--- src/rtl/symtime_loop.sv ---
module symtime_loop #(
  parameter int DW      = 12,
  parameter int CW      = 16,
  parameter int AW      = 28,
  parameter int K1_GAIN = 4,
  parameter int K2_GAIN = 1,
  parameter int GAIN_SH = 2
) (
  input  logic                 clk,
  input  logic                 rst_n,
  input  logic                 in_valid,
  input  logic signed [DW-1:0] in_sample,
  output logic                 strobe_o,
  output logic [CW-1:0]        mu_o,
  output logic                 dec_o,
  output logic signed [DW+1:0] err_o,
  output logic signed [CW-1:0] loop_o
);
  localparam logic [CW-1:0]        HALF   = {1'b1, {(CW-1){1'b0}}};
  localparam logic signed [CW-1:0] VLIM_C = {2'b01, {(CW-2){1'b0}}};
  localparam logic signed [AW-1:0] VLIM_A = AW'(VLIM_C);
  localparam logic signed [AW-1:0] K1S    = AW'(K1_GAIN);
  localparam logic signed [AW-1:0] K2S    = AW'(K2_GAIN);

  logic [CW-1:0]        eta_q;
  logic signed [CW-1:0] v_q;
  logic signed [AW-1:0] integ_q;
  logic signed [DW-1:0] s1_q, s2_q;

  logic [CW-1:0] w;
  logic          uf;
  assign w  = HALF + v_q;
  assign uf = eta_q < w;

  logic signed [DW:0]   diff;
  logic signed [DW+1:0] ted;
  logic signed [AW-1:0] ted_w, sum, vr;
  logic signed [CW-1:0] v_n;
  assign diff  = {in_sample[DW-1], in_sample} - {s2_q[DW-1], s2_q};
  assign ted   = s1_q[DW-1] ? -{diff[DW], diff} : {diff[DW], diff};
  assign ted_w = AW'(ted);
  assign sum   = ted_w * K1S + integ_q;
  assign vr    = sum >>> GAIN_SH;
  assign v_n   = (vr > VLIM_A)  ? VLIM_C :
                 (vr < -VLIM_A) ? -VLIM_C : vr[CW-1:0];

  logic [CW:0]   dbl;
  logic [CW-1:0] mu_n;
  assign dbl  = {eta_q, 1'b0};
  assign mu_n = dbl[CW] ? {CW{1'b1}} : dbl[CW-1:0];

  always_ff @(posedge clk) begin
    if (!rst_n) begin
      eta_q    <= '0;
      v_q      <= '0;
      integ_q  <= '0;
      s1_q     <= '0;
      s2_q     <= '0;
      strobe_o <= 1'b0;
      mu_o     <= '0;
      dec_o    <= 1'b0;
      err_o    <= '0;
    end else begin
      strobe_o <= in_valid && uf;
      err_o    <= (in_valid && uf) ? ted : '0;
      if (in_valid) begin
        eta_q <= eta_q - w;
        s1_q  <= in_sample;
        s2_q  <= s1_q;
        if (uf) begin
          mu_o    <= mu_n;
          dec_o   <= ~s1_q[DW-1];
          v_q     <= v_n;
          integ_q <= integ_q + ted_w * K2S;
        end
      end
    end
  end

  assign loop_o = v_q;
endmodule


--- config.mk ---
export PLATFORM = sky130hd
export DESIGN_NAME = symtime_loop
export DESIGN_NICKNAME = d
export VERILOG_FILES = /design/src/rtl/symtime_loop.sv
export SDC_FILE = /design/constraint.sdc
export NUM_CORES = 1
export LEC_CHECK = 0
export ABC_AREA = 1
export CELL_PAD_IN_SITES_DETAIL_PLACEMENT = 0
export CELL_PAD_IN_SITES_GLOBAL_PLACEMENT = 1
export CORE_ASPECT_RATIO = 1.1
export CORE_MARGIN = 3
export CORE_UTILIZATION = 40
export CTS_CLUSTER_SIZE = 8
export DETAILED_ROUTE_END_ITERATION = 10
export DONT_BUFFER_PORTS = 1
export PLACE_DENSITY_LB_ADDON = 0.15
export SLEW_MARGIN = 40
export SYNTH_ARGS = -nofsm -noshare
export SYNTH_HDL_FRONTEND = slang
export SYNTH_SLANG_ARGS = --single-unit
--- constraint.sdc ---
create_clock -name clk -period 5.33 [get_ports clk]
set_input_delay 1.3325 -clock clk [delete_from_list [all_inputs] [get_ports clk]]
set_output_delay 1.3325 -clock clk [all_outputs]
set_load 0.05 [all_outputs]
# Word-level counts from Yosys, hierarchy flattened
# Cells that the tools add are included.
[classes]
add_sub_neg = 6
magnitude_cmp = 3
muxes = 4
n_bitwise = 1
reduce_logical = 3
[op_table]
columns = ["operator", "n"]
rows = [
  ["16-bit two-way mux", 3],
  ["16-bit by 28-bit adder with 28-bit output", 1],
  ["28-bit by 14-bit adder with 28-bit output", 1],
  ["26-bit by 16-bit > comparator with 1-bit output, second input constant", 1],
  ["26-bit by 15-bit < comparator with 1-bit output, second input constant", 1],
  ["16-bit adder, first input constant", 1],
  ["16-bit < comparator", 1],
  ["16-bit subtractor", 1],
  ["14-bit two-way mux", 1],
  ["14-bit negation", 1],
  ["12-bit by 12-bit subtractor with 13-bit output", 1],
  ["2-bit AND reduction", 2],
  ["1-bit logical AND", 1],
  ["1-bit inverter", 1],
]
[totals]
reg_bits = 116
inputBits = 15
out_inout_bits = 48
elab_cells = 26

# Longest topological paths before layout
[depth]
word_depth = 7
ltp_mapped = 35

# Worst setup path before layout
# Ideal clock, no wire load.
[synth_timing]
kind = "in2reg"
start = "in in_sample[0]"
end = "reg v_q[13], in the netlist loop_o[13]"
setup_time_ps = 65
t_arrival_ps = 5058
t_required_ps = 5265
path_slack_ps = 207
cell_stages = 30
n_path_buf = 1
path_cell_list = "inv_1 -> ha_1 -> fa_1 -> inv_1 -> nand2_1 -> nand2_2 -> nand3_1 -> nand2_2 -> nor3b_1 -> nand3_1 -> a21oi_1 -> nand2_1 -> nand2_1 -> xor2_1 -> ha_1 -> a21oi_1 -> o21ai_1 -> a21oi_1 -> nand3_1 -> nand2_1 -> nand2_1 -> a21oi_1 -> nand4_1 -> or2_1 -> nand2_4 -> buf_6 -> nand2_1 -> nor2_1 -> nor2_1 -> nor2_1"
[synth_via]
elab_chain_len = 7
elab_cells_between_ends = 8
cone_classes = "3 x add/sub; 2 x order compare; 3 x mux"
[synth_lines]
columns = ["element", "line", "source"]
rows = [
  ["start: declaration", "12", "input logic signed [DW-1:0] in_sample,"],
  ["12-bit by 12-bit subtractor with 13-bit output *", "39", "assign diff = {in_sample[DW-1], in_sample} - {s2_q[DW-1], s2_q};"],
  ["14-bit negation", "40", "assign ted = s1_q[DW-1] ? -{diff[DW], diff} : {diff[DW], diff};"],
  ["14-bit two-way mux *", "40", ""],
  ["via ted[10]", "36", "logic signed [DW+1:0] ted;"],
  ["16-bit by 28-bit adder with 28-bit output *", "42", "assign sum = ted_w * K1S + integ_q;"],
  ["26-bit by 15-bit < comparator with 1-bit output", "45", "(vr < -VLIM_A) ? -VLIM_C : vr[CW-1:0];"],
  ["16-bit two-way mux", "45", ""],
  ["16-bit two-way mux *", "44", "assign v_n = (vr > VLIM_A) ? VLIM_C :"],
  ["end signal: assignment", "73", "v_q <= v_n;"],
  ["end: declaration", "26", "logic signed [CW-1:0] v_q;"],
]
# Mark *: on every way through the listed nets, which the timed path passes. The rest lies on a longest branch.
# A chain may end at the register's enable or synchronous reset.

# Final worst setup path
[layout_timing]
start = "in in_sample[0]"
end = "reg v_q[2], in the netlist loop_o[2]"
# The elaborated chain is that of the path after synthesis.

==> impl_metrics.yaml <==
outcome:
  status: "finished, final reports clean"
synth:
  syn_area_per_cell_um2: 6.397
  synthDistinctLibCells: 45
  synth_top_area_cell: "dfxtp_1"
  synthCells: 1350
  synth-edff-count: 0
  synth.ff_latch_count: 116
  yosysMostFrequentCell: "nand2_1"
  synth_common_cells: "nand2_1, inv_1, nor2_1"
  synth-seq-area-share_pct: 26.89
  synth_warnings: 0
  synth_top_area_share_pct: 26.89
  ys_top_cells_by_area: "dfxtp_1, nand2_1, ha_1"
  syn_nets: 1440
  netlist_area_um2: 8636
  async_flop_share_pct: 0
  synth-main-ff-cell: "dfxtp_1"
flow_run:
  cap_violations: 0
clock_tree:
  tritoncts: "yes"
  cts_buffers: 17
  htreeDepth: 4
  clk_latency_ns: 0.42
  cts_buffer_depth: 2
  cts_hold_buf: 0
  cts.sinks: 116
  clockRootBuffer: "clkbuf_16"
  cts.clk_slew.worst_paths_ns: 0.06
route:
  wl_per_cell_um: 14.41
  drtAntennaViolNets: 0
  via_per_inst: 4.907
  drtPass1Iterations: 5
  routed_wirelength_mm: 25.41
  num_vias: 8651
  drc: 0
  initialDrtViolationCount: 452
timing:
  tightest_slew_ns: 0.6560
  timing.slew.headroom_pct: 56.21
  finalClockSkew_ns: 0.009873
  report.final.slew_viol_count: 0
  setup_violations: 0
  clock.fmax_mhz: 197.1
  fin_ws_ns: 0.2562
  min_period_ns: 5.074
  fin_crit_sh_pct: 95.19
  hold_violations: 0
grt:
  top_usage_layer: "met2"
  gr-total-overflow: 0
  grt_util_met2_pct: 37.02
  grt_pass1_vias: 8323
  grt_util_all_layers_pct: 21.63
  grt_max_degree: 69
  grtUsageMet3_pct: 4.200
  antenna_found_initial: 0
  grt_use_met1_pct: 28.12
  grt_pass1_wl_mm: 41.56
power_and_ir_drop:
  power_density_nw_per_um2: 638.1
  vdd_ir_drop_max_mv: 0.3394
  p_total_mw: 6.829
  p_leak_nw: 5.516
place:
  gp_congestion: 0.8936
  port_buffers: 0
  hpwl_mm: 18.97
  dp_slack_ns: -0.3507
  dp.cells: 1723
floorplan:
  num_io_pins: 63
  rows: 55
  initial_core_util_pct: 41.28
  coreArea_um2: 20920
  die-area_um2: 23390
  die_w_um: 146.1
  die_h_um: 160.1
cells_and_area:
  final_cell_count_no_fill: 1763
  drive_gt1_share_pct: 16.71
  fin_nets: 1555
  antenna_cells: 0
  area_growth_pct: 23.92
setup_path:
  criticalPathCategory: "input pin to register"
  critPathCaptureType: "register"
  critical_path_required_ns: 5.62
  path_common_cell: "nand2_1"
  crit_slowest_cell: "fa_2"
  r2r_cells: 28
  endpoint: "loop_o[2]$_SDFFE_PN0P_"
  crit_start: "in_sample[0]"
  cp.arrival_ns: 5.37
  critPathMaxStageDelay_ns: 0.55
  timing.rr.start: "s2_q[0]$_SDFFE_PN0P_"
  r2r-end: "loop_o[2]$_SDFFE_PN0P_"
  crit_fanout: 7
  rrSetupSlack_ns: 0.91
  start_kind: "input pin"
min_path:
  hold_class: "register to register"
[cells in the final DEF (no fill, tap or decap), types with 13 or more instances in the layout]
cell type	synthesis	final
o21ai_0	104	103
ha_1	71	65
nor2_2	5	13
dfxtp_1	116	116
nand2_1	318	312
nand3_1	70	69
a21oi_1	108	102
nand2_2	20	25
buf_4	1	128
xnor2_1	13	13
nand4_1	24	24
xor2_1	34	32
inv_1	201	199
clkbuf_16	0	17
nor2_1	156	146
[layer usage]
metal  routed length [µm]  up-vias
li1                     -     4596
met1                11960     3906
met2                12170      128
met3                  950       21
met4                  325        0
met5                    0        -
[flip-flops by register name (all words and copies together), names as in the netlist]
name / cells
err_o: 14
s2_q: 12
strobe_o: 1
loop_o: 16
integ_q: 28
dec_o: 1
eta_q: 16
mu_o: 16
s1_q: 12
[logic make-up (layout without fill, tap and decap cells)]
| family | after synthesis | count (layout) | share of synthesized area, % |
|---|---|---|---|
| and+or+nand+nor | 625 | 627 | 31.16 |
| AOI/OAI and AO/OA | 246 | 246 | 15.24 |
| buffers and inverters | 241 | 367 | 10.72 |
| xor gates and xnor gates | 47 | 47 | 4.767 |
| DFF | 116 | 116 | 26.89 |
| adders and majority gates | 75 | 75 | 11.21 |
[through the flow]
stage	hold slack, ns	util [%]	area [µm²]	setup TNS (ns)
3_5_place_dp	0.4529	46.65	9759	-6.279
6_report	0.4577	51.15	10700	0
5_1_grt	0.4839	51.15	10700	-0.3231
4_1_cts	0.4618	49.77	10410	0
3_3_place_gp	0.4458	46.65	9759	-4.216
2_1_floorplan	0.4373	-	8636	0
[area by class of cell]
class,count,area (µm²)
clock inverters,14,224.0
repair buffers,128,960.9
inverters,207,777.0
flip-flops and latches,116,2322
well taps,285,356.6
clock buffers,18,429.2
multi-input cells,995,5632
fillers,2245,10220
[where the power goes]
part / internal, mW / switching, mW / total [mW]
logic: 1.56 / 2.23 / 3.79
registers: 1.13 / 0.613 / 1.74
clock network: 0.837 / 0.464 / 1.30
[worst max-delay path, delay by kind of cell]
kind	cells	cell delay [ns]
buf+inv	3	0.30
compound gates	1	0.15
xor+xnor	2	0.45
simple gates	19	1.97
fa+ha+maj	4	1.15
[worst min-delay path by stage]
stage / from / endpoint / slack (ns) / cells past startpoint
6_report: s2_q[7]$_SDFFE_PN0P_ / s2_q[7]$_SDFFE_PN0P_ / 0.46 / 2
5_1_grt: s2_q[7]$_SDFFE_PN0P_ / s2_q[7]$_SDFFE_PN0P_ / 0.48 / 2
4_1_cts: s2_q[8]$_SDFFE_PN0P_ / s2_q[8]$_SDFFE_PN0P_ / 0.46 / 2
3_5_place_dp: s2_q[8]$_SDFFE_PN0P_ / s2_q[8]$_SDFFE_PN0P_ / 0.45 / 2
3_3_place_gp: s2_q[7]$_SDFFE_PN0P_ / s2_q[7]$_SDFFE_PN0P_ / 0.45 / 2
2_1_floorplan: s2_q[10]$_SDFFE_PN0P_ / s2_q[10]$_SDFFE_PN0P_ / 0.44 / 2
[repair_timing]
action | in CTS | in global routing
gates resized for setup | 0 | 52
endpoints found under the setup margin | 0 | 24
setup buffers | 0 | 6
Note: power is estimated with default switching activity, not from simulation.
